[config.mk]
export PLATFORM = sky130hd
export DESIGN_NAME = nco_dual_hop
export DESIGN_NICKNAME = d
export VERILOG_FILES = /design/src/rtl/nco_pkg.sv /design/src/rtl/nco_set_regs.sv /design/src/rtl/nco_phase_acc.sv /design/src/rtl/nco_phase_out.sv /design/src/rtl/nco_dual_hop.sv
export SDC_FILE = /design/constraint.sdc
export NUM_CORES = 1
export LEC_CHECK = 0
export BUFFER_PORTS_ARGS = -buffer_cell sky130_fd_sc_hd__buf_2
export CORE_MARGIN = 2
export CORE_UTILIZATION = 40
export CTS_BUF_LIST = sky130_fd_sc_hd__clkbuf_2
export CTS_CLUSTER_SIZE = 25
export DETAILED_ROUTE_END_ITERATION = 10
export PLACE_DENSITY = 0.6
export SYNTH_ARGS = -nofsm -noshare
export SYNTH_HDL_FRONTEND = slang
export SYNTH_SLANG_ARGS = --single-unit
[constraint.sdc]
create_clock -name clk -period 3.25 [get_ports clk]
set_input_delay 0.4875 -clock clk [delete_from_list [all_inputs] [get_ports clk]]
set_output_delay 0.4875 -clock clk [all_outputs]
set_load 0.005 [all_outputs]
[src/rtl/nco_pkg.sv]
package nco_pkg;
  localparam int NCO_FCW_W = 48;
  localparam int NCO_PH_W  = 19;
  localparam int NCO_SETS  = 2;
endpackage

[src/rtl/nco_set_regs.sv]
module nco_set_regs #(
  parameter int FCW_W = nco_pkg::NCO_FCW_W,
  parameter int PH_W  = nco_pkg::NCO_PH_W,
  parameter int SETS  = nco_pkg::NCO_SETS,
  localparam int IDX_W = (SETS > 1) ? $clog2(SETS) : 1
) (
  input  logic                       clk,
  input  logic                       rst,
  input  logic                       wr_en,
  input  logic [IDX_W-1:0]           wr_idx,
  input  logic [FCW_W-1:0]           wr_fcw,
  input  logic [PH_W-1:0]            wr_ph,
  input  logic                       upd_go,
  output logic [SETS-1:0][FCW_W-1:0] act_fcw,
  output logic [SETS-1:0][PH_W-1:0]  act_ph
);
  logic [SETS-1:0][FCW_W-1:0] stg_fcw_q;
  logic [SETS-1:0][PH_W-1:0]  stg_ph_q;

  for (genvar s = 0; s < SETS; s++) begin : g_set
    always_ff @(posedge clk) begin
      if (rst) begin
        stg_fcw_q[s] <= '0;
        stg_ph_q[s]  <= '0;
      end else if (wr_en && (wr_idx == IDX_W'(s))) begin
        stg_fcw_q[s] <= wr_fcw;
        stg_ph_q[s]  <= wr_ph;
      end
    end

    always_ff @(posedge clk) begin
      if (rst) begin
        act_fcw[s] <= '0;
        act_ph[s]  <= '0;
      end else if (upd_go) begin
        act_fcw[s] <= stg_fcw_q[s];
        act_ph[s]  <= stg_ph_q[s];
      end
    end

    // an update moves the staged set into the active set
    p_load_r7: assert property (@(posedge clk) disable iff (rst)
      upd_go |=> (act_fcw[s] == $past(stg_fcw_q[s])) && (act_ph[s] == $past(stg_ph_q[s])));

    // without an update the active set holds
    p_hold_r8: assert property (@(posedge clk) disable iff (rst)
      !upd_go |=> $stable(act_fcw[s]) && $stable(act_ph[s]));
  end
endmodule

[src/rtl/nco_phase_acc.sv]
module nco_phase_acc #(
  parameter int FCW_W = nco_pkg::NCO_FCW_W
) (
  input  logic             clk,
  input  logic             rst,
  input  logic             clr_go,
  input  logic [FCW_W-1:0] fcw,
  output logic [FCW_W-1:0] acc
);
  always_ff @(posedge clk) begin
    if (rst || clr_go) acc <= '0;
    else               acc <= acc + fcw;
  end

  // a clear zeroes the accumulator on the next edge
  p_clear_r9: assert property (@(posedge clk) disable iff (rst)
    clr_go |=> (acc == '0));

  // otherwise it steps by the active word, wrapping
  p_step_r2: assert property (@(posedge clk) disable iff (rst)
    !clr_go |=> (acc == FCW_W'($past(acc) + $past(fcw))));
endmodule

[src/rtl/nco_phase_out.sv]
module nco_phase_out #(
  parameter int FCW_W = nco_pkg::NCO_FCW_W,
  parameter int PH_W  = nco_pkg::NCO_PH_W,
  parameter int SETS  = nco_pkg::NCO_SETS,
  localparam int IDX_W = (SETS > 1) ? $clog2(SETS) : 1
) (
  input  logic                       clk,
  input  logic                       rst,
  input  logic [IDX_W-1:0]           sel,
  input  logic [SETS-1:0][FCW_W-1:0] acc,
  input  logic [SETS-1:0][PH_W-1:0]  ph,
  output logic [PH_W-1:0]            phase_out
);
  logic [SETS-1:0][PH_W-1:0] cand;

  for (genvar s = 0; s < SETS; s++) begin : g_cand
    assign cand[s] = acc[s][FCW_W-1 -: PH_W] + ph[s];
  end

  always_ff @(posedge clk) begin
    if (rst) phase_out <= '0;
    else     phase_out <= cand[sel];
  end
endmodule

[src/rtl/nco_dual_hop.sv]
module nco_dual_hop #(
  parameter int FCW_W = nco_pkg::NCO_FCW_W,
  parameter int PH_W  = nco_pkg::NCO_PH_W
) (
  input  logic             clk,
  input  logic             rst,
  input  logic             hop_src,
  input  logic             hop_mode,
  input  logic             hop_pin,
  input  logic             hop_sw,
  input  logic             stg_we,
  input  logic             stg_idx,
  input  logic [FCW_W-1:0] stg_fcw,
  input  logic [PH_W-1:0]  stg_ph,
  input  logic             clr_req,
  input  logic             clr_mask,
  input  logic             upd_req,
  input  logic             upd_mask,
  output logic [PH_W-1:0]  phase_out
);
  localparam int SETS = 2;

  logic                       clr_go, upd_go, hop_sel;
  logic [SETS-1:0][FCW_W-1:0] act_fcw;
  logic [SETS-1:0][PH_W-1:0]  act_ph;
  logic [SETS-1:0][FCW_W-1:0] acc;
  logic                       unused_mode;

  assign clr_go      = clr_req & ~clr_mask;
  assign upd_go      = upd_req & ~upd_mask;
  assign hop_sel     = hop_src ? hop_sw : hop_pin;
  assign unused_mode = hop_mode;

  nco_set_regs #(.FCW_W(FCW_W), .PH_W(PH_W), .SETS(SETS)) u_regs (
    .clk(clk), .rst(rst), .wr_en(stg_we), .wr_idx(stg_idx),
    .wr_fcw(stg_fcw), .wr_ph(stg_ph), .upd_go(upd_go),
    .act_fcw(act_fcw), .act_ph(act_ph)
  );

  for (genvar s = 0; s < SETS; s++) begin : g_acc
    nco_phase_acc #(.FCW_W(FCW_W)) u_acc (
      .clk(clk), .rst(rst), .clr_go(clr_go), .fcw(act_fcw[s]), .acc(acc[s])
    );

    // clear with update restarts from zero using the new word
    p_clr_upd_r10: assert property (@(posedge clk) disable iff (rst)
      (clr_go && upd_go) ##1 !clr_go |=> (acc[s] == act_fcw[s]));
  end

  nco_phase_out #(.FCW_W(FCW_W), .PH_W(PH_W), .SETS(SETS)) u_out (
    .clk(clk), .rst(rst), .sel(hop_sel), .acc(acc), .ph(act_ph),
    .phase_out(phase_out)
  );

  // output tracks the chosen set's accumulator and offset, one clock late
  p_out_r3: assert property (@(posedge clk) disable iff (rst)
    1'b1 |=> (phase_out == PH_W'($past(hop_src ? acc[hop_sw][FCW_W-1 -: PH_W] + act_ph[hop_sw]
                                                : acc[hop_pin][FCW_W-1 -: PH_W] + act_ph[hop_pin]))));
endmodule

==> flow_metrics.tcl <==
set metrics [dict create \
    register_area_mm2 0.00767 \
    max_freq_ghz 0.308 \
    drive_gt1_share_pct 14.1 \
    syn_to_final_growth_pct 19.5 \
    critPathArrivalTime_ns 4.23 \
    fill_cells 4598 \
    wire_per_inst_um 17.1 \
    drt_first_pass_iters 5 \
    ys_ff_latch 383 \
    required_ns 4.23 \
    routabilityCongestion 0.916 \
    antenna_found_initial 2 \
    synth_top_family_by_area "compound AO/OA/AOI/OAI gates" \
    syn_avg_cell_area_um2 7.81 \
    rows 79 \
    seq_area_frac_synth_pct 40.3 \
    met3_usage_pct 4.20 \
    overflow 0 \
    synthMuxAreaShare_pct 0.243 \
    power_density_mw_per_mm2 394 \
    rsz0062_at_grt "yes" \
    dieHeight_um 222 \
    synth_area_leaders "dfxtp_1 40%, nand2_1 12%, a21oi_1 11%, ha_1 8.6%, nor2_1 3.3%" \
    status "finished clean" \
    cts_inserted_buffers 101 \
    grt_pass1_wl_um 91900 \
    tightest_slew_ns 0.895 \
    clock_sinks 383 \
    multi_input_area_mm2 0.0109 \
    grt_max_degree 126 \
    synth_edf_count 0 \
    final.setup.worst_slack_ns 0.00213 \
    hp-class "in2reg" \
    avgViaCountPerCell 5.37 \
    grt_pass1_vias 17400 \
    yosys_warnings 0 \
    worstSetupEndpointType "flop" \
    setup_viol 0 \
    leakage_nw 9.46 \
    route.detailed.drc 0 \
    period_needed_ns 3.25 \
    maxSlewHeadroom_pct 40.4 \
    layout_common_cells "624 x nand2_1, 404 x a21oi_1, 381 x dfxtp_1, 168 x nor2_1, 148 x clkbuf_2" \
    yosysUniqueCellTypes 72 \
    path_cells "ha_4, fa_2, a211oi_4, o21ai_2, a2111oi_4, and4b_4, a221oi_4, buf_6, o41a_4, o21ai_2, a311o_1, mux2_4" \
    vdd_ir_drop_max_v 0.000201 \
    synthArstFlopShare_pct 0 \
    nets 2916 \
    grt_usage_pct 23.2 \
    design.die.area_mm2 0.0493 \
    tns_ns 0 \
    clk_path_buf_depth 3 \
    path_class "reg2reg" \
    synth_fp_nets 2648 \
    via_count 18200 \
    path_common_cell "o21ai_2" \
    clk_latency_ns 1.12 \
    finalWirelength_um 57900 \
    finalCritPeriodShare_pct 99.9 \
    crit_fanout 3 \
    io_buffers 96 \
    synth_top_area_share_pct 40.3 \
    cpPeakStageDelay_ns 0.39 \
    crit_path_top_delay_cell "fa_2" \
    dr.first_iter.drc_count 1254 \
    synth-simple-area-share_pct 21.0 \
    slew_viol_final 0 \
    synth_top_flop_cell "dfxtp_1" \
    syn-cell-area_mm2 0.0190 \
    cts_tree "done" \
    grtUsageMet2_pct 35.6 \
    cts-htree-levels 3 \
    dp_worst_setup_slack_ns -0.204 \
    root_buffer "clkbuf_2" \
    synth_top_cell_by_area "dfxtp_1" \
    finalHoldViolCount 0 \
    die_x_um 222 \
    top_usage_layer "met2" \
    start_util_pct 40.7 \
    synth-compound-area-share_pct 21.2 \
    finalClockSkew_ns 0.0685 \
    core_area_mm2 0.0468 \
    maxCapViolations 0 \
    synth_fa_ha_area_share_pct 8.98 \
    synth_xor_area_share_pct 4.97 \
    synthCells 2435 \
    whs_ns 0.179 \
    dp_hpwl_um 40800 \
    startpoint_type "flop" \
    ant_nets 0 \
    use_met1_pct 32.2 \
    path_clk_slew_ns 0.11 \
    layout_commonest_cell "nand2_1" \
    io_pins 98 \
]
per-stage QoR:
step                power [mW]  instance area [um^2]  instances  utilization, %
finish                    8.95                 22700       3384            48.6
global route              9.42                 22700       3383            48.6
CTS                       9.04                 22600       3377            48.4
detailed placement        5.69                 20500       3083            43.9
global placement          5.68                 20500       3083            43.9
floorplan                 5.39                 19000       2435               -
layout make-up:
class,instances,area share [%]
diodes,4,0.0440
clock buffers,148,3.26
clock inverters,25,0.446
inverters,23,0.380
multi-input cells,1889,47.9
flip-flops and latches,383,33.8
well taps,607,3.34
repair buffers,305,10.8
kinds of logic after synthesis:
family | count (synthesis)
compound gates | 684
xor+xnor | 108
fa+ha+maj | 134
buf+inv | 163
flops | 383
mux | 4
simple gates | 959
power by group:
group	internal, mW	switching, mW
logic	0.314	0.491
clock network	1.21	2.05
registers	4.82	0.0737
total	6.34	2.61
cell usage after synthesis, drive strengths merged, types with 3 or more instances:
library cell,instances
a211oi,25
a41o,3
nand3,18
or3,10
xnor2,62
clkbuf,126
a21oi,407
fa,4
nor2,169
o21ai,77
a221o,3
and2,12
a221oi,6
a21boi,5
nand3b,3
nand2,625
o21a,21
o31a,4
nor3b,4
o31ai,5
nor2b,15
a31oi,12
o41ai,3
o21bai,21
dfxtp,383
a2111oi,3
a211o,4
nor4,5
o211ai,8
o2111ai,3
a311o,3
inv,23
a21o,51
buf,14
nand2b,13
xor2,46
and4,6
nand4,32
ha,130
and3,13
nor3,26
worst max-delay path: cells and delay by family, from the launching register on:
kind	cells	cell delay, ns
compound gates	7	1.49
fa+ha+maj	2	0.55
flops	1	0.35
mux	1	0.30
simple gates	1	0.28
buf+inv	1	0.15
final timing paths:
path,start,endpoint,slack [ns],cells past startpoint
worst max-delay path,u_regs.act_fcw[48]$_SDFFE_PP0P_,g_acc[1].u_acc.acc[44]$_SDFF_PP0_,0.002,12
worst min-delay path,clr_mask,g_acc[0].u_acc.acc[40]$_SDFF_PP0_,0.18,4
worst max register to register,u_regs.act_fcw[48]$_SDFFE_PP0P_,g_acc[1].u_acc.acc[44]$_SDFF_PP0_,0.002,12
worst min register to register,u_regs.stg_ph_q[0]$_SDFFE_PP0P_,u_regs.act_ph[0]$_SDFFE_PP0P_,0.43,2
registers in the layout (all words and copies together) (netlist names):
register / cells
u_out.phase_out: 19
g_acc.u_acc.acc: 96
u_regs.act_ph: 38
u_regs.stg_fcw_q: 96
u_regs.act_fcw: 96
u_regs.stg_ph_q: 38
timing repair:
action / in CTS / in global routing
pin swaps: 11 / 9
setup buffers: 7 / 3
hold endpoints to repair: 268 / 0
resized for setup: 13 / 20
setup endpoints to repair: 5 / 20
hold buffers: 114 / 0
per-layer routing:
layer	wire [um]	vias up
li1	-	8987
met1	27300	8558
met2	25500	513
met3	3400	120
met4	1690	0
met5	0	-
(Power assumes the default switching activity.)
